**src/rtl/bshift_pkg.sv**
```systemverilog
package bshift_pkg;

    typedef enum logic [2:0] {
        SK_SHL   = 3'd0,
        SK_SHL_A = 3'd1,
        SK_SHR   = 3'd2,
        SK_SAR   = 3'd3,
        SK_ROT   = 3'd4,
        SK_RCX   = 3'd5,
        SK_RSV6  = 3'd6,
        SK_RSV7  = 3'd7
    } shift_kind_e;

endpackage

```
**src/rtl/bshift_core.sv**
```systemverilog
module bshift_core
    import bshift_pkg::*;
#(
    parameter int W     = 32,
    parameter int AMT_W = $clog2(W)
) (
    input  logic [W-1:0]     opnd_i,
    input  logic [2:0]       kind_i,
    input  logic [AMT_W-1:0] amt_i,
    input  logic             carry_i,
    output logic [W-1:0]     res_o,
    output logic             carry_o
);

    localparam int LOG = AMT_W;

    shift_kind_e           kind;
    logic                  go_left;
    logic [W-1:0]          opnd_rev;
    logic [W-1:0]          rot_src;
    logic [LOG:0][W-1:0]   stage;
    logic [W-1:0]          rot;
    logic [W-1:0]          keep_mask;
    logic [W-1:0]          masked;
    logic [W-1:0]          masked_rev;
    logic                  nonzero;

    assign kind    = shift_kind_e'(kind_i);
    assign go_left = (kind == SK_SHL) || (kind == SK_SHL_A);
    assign nonzero = (amt_i != '0);

    // bit reversal used before and after the rotator for left shifts
    for (genvar g = 0; g < W; g++) begin : g_rev
        assign opnd_rev[g]   = opnd_i[W-1-g];
        assign masked_rev[g] = masked[W-1-g];
    end

    assign rot_src  = go_left ? opnd_rev : opnd_i;
    assign stage[0] = rot_src;

    // logarithmic right rotator, one stage per amount bit
    for (genvar k = 0; k < LOG; k++) begin : g_stage
        localparam int STEP = 1 << k;
        assign stage[k+1] = amt_i[k]
            ? {stage[k][STEP-1:0], stage[k][W-1:STEP]}
            : stage[k];
    end

    assign rot       = stage[LOG];
    assign keep_mask = {W{1'b1}} >> amt_i;
    assign masked    = rot & keep_mask;

    always_comb begin
        res_o   = opnd_i;
        carry_o = carry_i;
        unique case (kind)
            SK_SHL, SK_SHL_A: begin
                res_o   = masked_rev;
                carry_o = nonzero ? rot[W-1] : carry_i;
            end
            SK_SHR: begin
                res_o   = masked;
                carry_o = nonzero ? rot[W-1] : carry_i;
            end
            SK_SAR: begin
                res_o   = masked | (opnd_i[W-1] ? ~keep_mask : '0);
                carry_o = nonzero ? rot[W-1] : carry_i;
            end
            SK_ROT: begin
                res_o   = rot;
                carry_o = nonzero ? rot[W-1] : carry_i;
            end
            SK_RCX: begin
                res_o   = {carry_i, opnd_i[W-1:1]};
                carry_o = opnd_i[0];
            end
            SK_RSV6, SK_RSV7: begin
                res_o   = opnd_i;
                carry_o = carry_i;
            end
            default: begin
                res_o   = opnd_i;
                carry_o = carry_i;
            end
        endcase
    end

    always_comb begin
        if (!nonzero && kind_i <= 3'd4) begin
            AST_ZERO_AMT_PASS: assert (res_o == opnd_i && carry_o == carry_i);
        end
        if (kind == SK_RCX) begin
            AST_RCX_MOVE: assert (res_o[W-1] == carry_i && carry_o == opnd_i[0]
                                  && res_o[W-2:0] == opnd_i[W-1:1]);
        end
        if (kind == SK_SAR) begin
            AST_SAR_SIGN: assert (res_o[W-1] == opnd_i[W-1]);
        end
        if (kind == SK_ROT) begin
            AST_ROT_ONES: assert ($countones(res_o) == $countones(opnd_i));
        end
        if (kind == SK_RSV6 || kind == SK_RSV7) begin
            AST_RSV_PASS: assert (res_o == opnd_i && carry_o == carry_i);
        end
    end

endmodule

```
**src/rtl/bshift_imm.sv**
```systemverilog
module bshift_imm #(
    parameter int W     = 32,
    parameter int VAL_W = 8,
    parameter int ROT_W = 4
) (
    input  logic [VAL_W-1:0] val_i,
    input  logic [ROT_W-1:0] rot_i,
    input  logic             carry_i,
    output logic [W-1:0]     res_o,
    output logic             carry_o
);

    localparam int SH_W = ROT_W + 1;

    logic [W-1:0]   ext;
    logic [2*W-1:0] dbl;
    logic [2*W-1:0] dbl_sh;
    logic [SH_W-1:0] sh;

    assign ext    = W'(val_i);
    assign dbl    = {ext, ext};
    assign sh     = {rot_i, 1'b0};
    assign dbl_sh = dbl >> sh;
    assign res_o  = dbl_sh[W-1:0];
    assign carry_o = (rot_i == '0) ? carry_i : res_o[W-1];

    always_comb begin
        AST_IMM_ONES: assert ($countones(res_o) == $countones(val_i));
        if (rot_i == '0) begin
            AST_IMM_PLAIN: assert (res_o == ext && carry_o == carry_i);
        end
    end

endmodule

```
**src/rtl/bshift_top.sv**
```systemverilog
module bshift_top
    import bshift_pkg::*;
#(
    parameter int W     = 32,
    parameter int AMT_W = $clog2(W),
    parameter int VAL_W = 8,
    parameter int ROT_W = 4
) (
    input  logic [W-1:0]     opnd_i,
    input  logic [2:0]       kind_i,
    input  logic [AMT_W-1:0] amt_i,
    input  logic             carry_i,
    input  logic             imm_sel_i,
    input  logic [VAL_W-1:0] imm_val_i,
    input  logic [ROT_W-1:0] imm_rot_i,
    output logic [W-1:0]     result_o,
    output logic             carry_o
);

    logic [W-1:0] reg_res;
    logic         reg_c;
    logic [W-1:0] imm_res;
    logic         imm_c;

    bshift_core #(.W(W), .AMT_W(AMT_W)) u_core (
        .opnd_i  (opnd_i),
        .kind_i  (kind_i),
        .amt_i   (amt_i),
        .carry_i (carry_i),
        .res_o   (reg_res),
        .carry_o (reg_c)
    );

    bshift_imm #(.W(W), .VAL_W(VAL_W), .ROT_W(ROT_W)) u_imm (
        .val_i   (imm_val_i),
        .rot_i   (imm_rot_i),
        .carry_i (carry_i),
        .res_o   (imm_res),
        .carry_o (imm_c)
    );

    always_comb begin
        if (imm_sel_i) begin
            result_o = imm_res;
            carry_o  = imm_c;
        end else begin
            result_o = reg_res;
            carry_o  = reg_c;
        end
    end

    always_comb begin
        if (imm_sel_i && imm_rot_i != '0) begin
            AST_IMM_CARRY_TOP: assert (carry_o == result_o[W-1]);
        end
    end

endmodule

```
**config.mk**
```make
export PLATFORM = sky130hd
export DESIGN_NAME = bshift_top
export DESIGN_NICKNAME = d
export VERILOG_FILES = /design/src/rtl/bshift_pkg.sv /design/src/rtl/bshift_core.sv /design/src/rtl/bshift_imm.sv /design/src/rtl/bshift_top.sv
export SDC_FILE = /design/constraint.sdc
export NUM_CORES = 1
export LEC_CHECK = 0
export ABC_AREA = 1
export BUFFER_PORTS_ARGS = -buffer_cell sky130_fd_sc_hd__buf_2
export CAP_MARGIN = 30
export CORE_ASPECT_RATIO = 1.2
export CORE_MARGIN = 2
export CORE_UTILIZATION = 35
export DETAILED_ROUTE_END_ITERATION = 6
export PLACE_DENSITY_LB_ADDON = 0.05
export SYNTH_ARGS = -nofsm -noshare
export SYNTH_HDL_FRONTEND = slang
export SYNTH_HIERARCHICAL = 1
export SYNTH_SLANG_ARGS = --single-unit
```
**constraint.sdc**
```tcl
create_clock -name vclk -period 4.65
set_input_delay 1.395 -clock vclk [all_inputs]
set_output_delay 1.395 -clock vclk [all_outputs]
set_load 0.1 [all_outputs]
```
=== After elaboration in Yosys (flattened, before gate mapping) ===
Index checks and enable logic that the tools add are counted.

* Input port bits: 54
* Output and inout port bits: 33
* Bits in registers: 0

* Mux-type cells: 13
* Reductions and logical operators: 7
* Bitwise logic cells: 3
* Shifts and indexed selects: 2
* Eq/ne operators: 7

{| class="wikitable"
|+ Operator list
! cell !! number
|-
| 2-to-1 mux 32 bit || 8
|-
| one-hot mux 32 bit (6 select lines) || 1
|-
| right shift 40 x 5 -> 32 bit || 1
|-
| bitwise AND 32 bit || 1
|-
| NOT 32 bit || 1
|-
| bitwise OR 32 bit || 1
|-
| right shift 32 x 5 -> 32 bit (first input constant) || 1
|-
| equality test 3 bit (second input constant) || 4
|-
| equality test 3 x 2 -> 1 bit (second input constant) || 2
|-
| nonzero test 5 bit || 1
|-
| OR reduction 5 bit || 1
|-
| logical NOT 4 bit || 1
|-
| OR reduction 2 bit || 2
|-
| equality test 3 x 1 -> 1 bit (second input constant) || 1
|-
| logical NOT 3 bit || 1
|-
| 2-to-1 mux 1 bit || 3
|-
| one-hot mux 1 bit (3 select lines) || 1
|-
| logical OR 1 bit || 1
|}

=== Longest topological paths before layout ===
* Word-level depth: 12
* Gate-level depth with buffers: 17
* Mapped depth without buffers: 16

=== By module ===
The synthesis kept the hierarchy.

{| class="wikitable"
|+ Modules (own cells, without submodules)
! module !! instances !! seq. area each (um2) !! area an instance (um2) !! cells an instance
|-
| bshift_core || 1 || 0.0 || 4677.0 || 949
|-
| bshift_imm || 1 || 0.0 || 618.1 || 139
|-
| bshift_top || 1 || 0.0 || 479.2 || 107
|}

=== Worst setup path after synthesis ===
Ideal clock, no wire load.

* Kind: input port to output port
* Start point: in amt_i[3]
* End point: out result_o[2]
* Stages on the path: 11
* Required time: 3255 ps
* Data arrival time: 3382 ps
* Path slack: -127 ps
* Cells stage by stage: clkbuf_1 > clkbuf_1 > buf_1 > nand3_1 > nand3_2 > nand3_1 > nor2_1 > nor2_1 > nand3_1 > nand2_2 > nand2_1

* Longest elaborated chain between the ends: 6
* Elaborated cells between the ends (all ways): 9
* Those cells by class: shift: 1; mux: 5; bitwise: 3

{| class="wikitable"
|+ RTL lines
! item !! line !! source
|-
| start: declaration || bshift_top.sv:11 || <nowiki>input logic [AMT_W-1:0] amt_i,</nowiki>
|-
| right shift 32 x 5 -> 32 bit / 2-to-1 mux 32 bit (equally long branches) || bshift_core.sv:50, bshift_core.sv:45 ||
|-
| NOT 32 bit / 2-to-1 mux 32 bit (equally long branches) || bshift_core.sv:66, bshift_core.sv:45 ||
|-
| 2-to-1 mux 32 bit / bitwise AND 32 bit (equally long branches) || bshift_core.sv:66, bshift_core.sv:51 ||
|-
| bitwise OR 32 bit || bshift_core.sv:66 || <nowiki>res_o = masked | (opnd_i[W-1] ? ~keep_mask : '0);</nowiki>
|-
| one-hot mux 32 bit (6 select lines) * || bshift_core.sv:56 || <nowiki>unique case (kind)</nowiki>
|-
| via reg_res[2] || bshift_top.sv:20 || <nowiki>logic [W-1:0] reg_res;</nowiki>
|-
| 2-to-1 mux 32 bit * || bshift_top.sv:43 || <nowiki>if (imm_sel_i) begin</nowiki>
|-
| end: declaration || bshift_top.sv:16 || <nowiki>output logic [W-1:0] result_o,</nowiki>
|}

The timed path passes the listed nets; every way through them passes the cells marked *.

=== Final worst setup path ===
* Start point: in kind_i[1]
* End point: out result_o[12]

* Longest elaborated chain between the ends: 12
* Elaborated cells between the ends (all ways): 21
* Those cells by class: eq/ne: 7; mux: 8; bitwise: 2; reduce/logical: 4

{| class="wikitable"
|+ RTL lines
! item !! line !! source
|-
| start: declaration || bshift_top.sv:10 || <nowiki>input logic [2:0] kind_i,</nowiki>
|-
| equality test 3 x 1 -> 1 bit / logical NOT 3 bit (equally long branches) || bshift_core.sv:29, bshift_core.sv:56 ||
|-
| logical OR 1 bit || bshift_core.sv:29 || <nowiki>assign go_left = (kind == SK_SHL) || (kind == SK_SHL_A);</nowiki>
|-
| 2-to-1 mux 32 bit || bshift_core.sv:38 || <nowiki>assign rot_src = go_left ? opnd_rev : opnd_i;</nowiki>
|-
| 2-to-1 mux 32 bit (5 in a row) || bshift_core.sv:45 || <nowiki>? {stage[k][STEP-1:0], stage[k][W-1:STEP]}</nowiki>
|-
| bitwise AND 32 bit || bshift_core.sv:51 || <nowiki>assign masked = rot & keep_mask;</nowiki>
|-
| bitwise OR 32 bit || bshift_core.sv:66 ||
|-
| one-hot mux 32 bit (6 select lines) * || bshift_core.sv:56 ||
|-
| via reg_res[12] || bshift_top.sv:20 ||
|-
| 2-to-1 mux 32 bit * || bshift_top.sv:43 ||
|}

Marked as above.

==> key figures <==
Cells and area
  • Fin cells: 1540
  • Commonest non-fill, non-tap cell in the layout: nand2_1
  • Share of layout cells above drive strength 1: 49.3%
  • ANT cells: 0
  • Commonest cells after routing, fill and taps aside: nand2_1, nand3_4, nand3_1
  • Clk_buf instances: 0
  • Area delta synth->final: 89.8%
  • Seq cells: 0
  • Reg area: 0 µm²
  • Final #Nets: 1384
  • Final Util: 67.6%
  • Design Area, Final: 0.0110 mm²

Die
  • Die Span Y: 145 µm
  • Row count: 51
  • Initial Util: 35.6%
  • CORE AREA: 0.0162 mm²
  • DIE AREA: 0.0175 mm²
  • I/O pin cnt: 87
  • DIE WIDTH: 121 µm

STA
  • Final worst slack: -202 ps
  • Relative slew slack: 63.9%
  • Final setup fails: 33
  • Final Hold Viols: 0
  • Unrepaired setup endpoints after global routing: yes
  • Worst Tran Pin Value: 542 ps
  • Final Max Slew Viols: 0
  • Minimum clock period: 4850 ps
  • Fmax: 206 MHz
  • Final period util: 104%

Global routing
  • First-pass GRT wire length: 46.0 mm
  • Largest net degree at the start of global routing: 34
  • Vias in the first global route: 8185
  • Initial antenna violation count: 0
  • GRT overflow: 0
  • GRT Total Usage: 33.5%

Routing
  • Post-DRT Antenna Nets: 0
  • First DRT Iteration DRCs: 1001
  • Routed WL: 35.2 mm
  • Overall via count from detail_route: 9606
  • Residual DRC: 0
  • TritonRoute pass-1 iters: 5
  • WL/cell: 22.9 µm
  • Drt via density: 6.24

Synthesis
  • Total nets after synthesis: 1249
  • Post-Syn Instances: 1195
  • Yosys cell types: 34
  • Register area share after synthesis: 0%
  • Syn avg cell area: 4.83 µm²
  • Number of synthesis warnings: 6
  • Post-Synthesis Cell Area: 0.00577 mm²

Run
  • Max-Cap Viols: 0

Critical path
  • Worst path max stage delay: 170 ps
  • Crit path kind: in2out
  • Data required time of the worst path: 3250 ps
  • Slowest CP cell: buf_12
  • Crit. End Element: primary output
  • CP Cell Sequence: buf_8 -> nor2_4 -> buf_4 -> buf_6 -> buf_4 -> nand2_2 -> nand3_4 -> nand3_4 -> nand3_2 -> nand3_4 -> nand3_2 -> nand3_2 -> nor2_1 -> nor2_1 -> nand3_1 -> nand2_1 -> nand2_2 -> buf_12
  • Critical-path maximum fanout: 5
  • Startpoint types: input port
  • Crit path DAT: 3460 ps

CTS
  • Hold Buf Count CTS: 0

Run status
  • Outcome: complete, but fails checks
  • Failing checks: setup timing

Placed design
  • Dpl cells: 1517
  • Dpl hpwl: 24.1 mm
  • Port bufs: 87
  • Placement Cell Area: 0.00761 mm²
  • Routability cong.: 1.02

Worst hold path
  • Hold path depth: 6
  • Worst hold path type: in2out

Power
  • Power per standard cell area: 151 mW/mm²
  • VDD IR max: 0.0934 mV
  • Leak pwr: 0.00473 µW
per-stage QoR:
stage | hold slack [ps] | setup TNS, ps | total power (µW) | worst slack [ps]
after detailed placement | 3380 | -5700 | 1220 | -272
final | 3370 | -3870 | 1660 | -202
after floorplan | 3270 | 0 | 773 | 2.51
after CTS | 3380 | -3500 | 1300 | -133
after global routing | 3460 | -7170 | 1730 | -286
after global placement | 3370 | -5440 | 1220 | -264
where the power goes:
group,switching [µW],internal [µW]
clock network,0,0
registers,0,0
logic,1090,573
total,1090,573
cell families (layout without fill, tap and decap cells):
family	Yosys count	count (layout)	share of synthesized area, %
compound gates	80	80	7.89
simple gates	942	942	78.5
buf+inv	173	306	13.6
layout make-up:
cell class	count	area, µm²
fill	1339	5250
tap	212	265
timing repair buffer	213	2280
inverter	93	365
multi-input combinational	1022	8050
cells in the mapped netlist, types with 2 or more instances:
library cell,instances,area [µm²]
nand3_1,401,2010
o22ai_1,21,131
a21oi_1,12,60.1
buf_4,6,45.0
clkbuf_1,32,120
buf_1,11,41.3
nand4_1,34,213
nand2_1,334,1250
inv_1,83,312
and2_1,2,12.5
or2_2,8,50.1
a221oi_1,2,17.5
inv_2,4,15.0
clkinv_1,5,18.8
o21ai_0,34,170
buf_2,21,105
nor2_1,91,342
buf_6,9,101
nand3b_1,3,22.5
o211ai_1,3,22.5
nand3_2,52,521
nand2_2,13,81.3
o21ai_1,3,15.0
path summary, 6_finish.rpt:
path                      start      endpoint
worst max-delay path  kind_i[1]  result_o[12]
worst min-delay path    carry_i       carry_o
per-layer routing:
metal	vias to the layer above	share of wire, %	GRT usage [%]
met5	-	0	0
met4	0	7.3	12.0
met3	163	9.1	1.49
met1	4440	36	43.6
met2	634	47	58.7
li1	4369	-	-
critical path: cells and delay by family:
kind          cells  cell delay (ps)
simple gates     13             1420
buf+inv           5              640
what timing repair did:
item	4_1_cts	5_1_grt
endpoints found under the setup margin	33	33
gates resized for setup	141	415
pin swaps	11	133
cloned	1	8
buffers inserted	2	13
(Power assumes the default switching activity.)
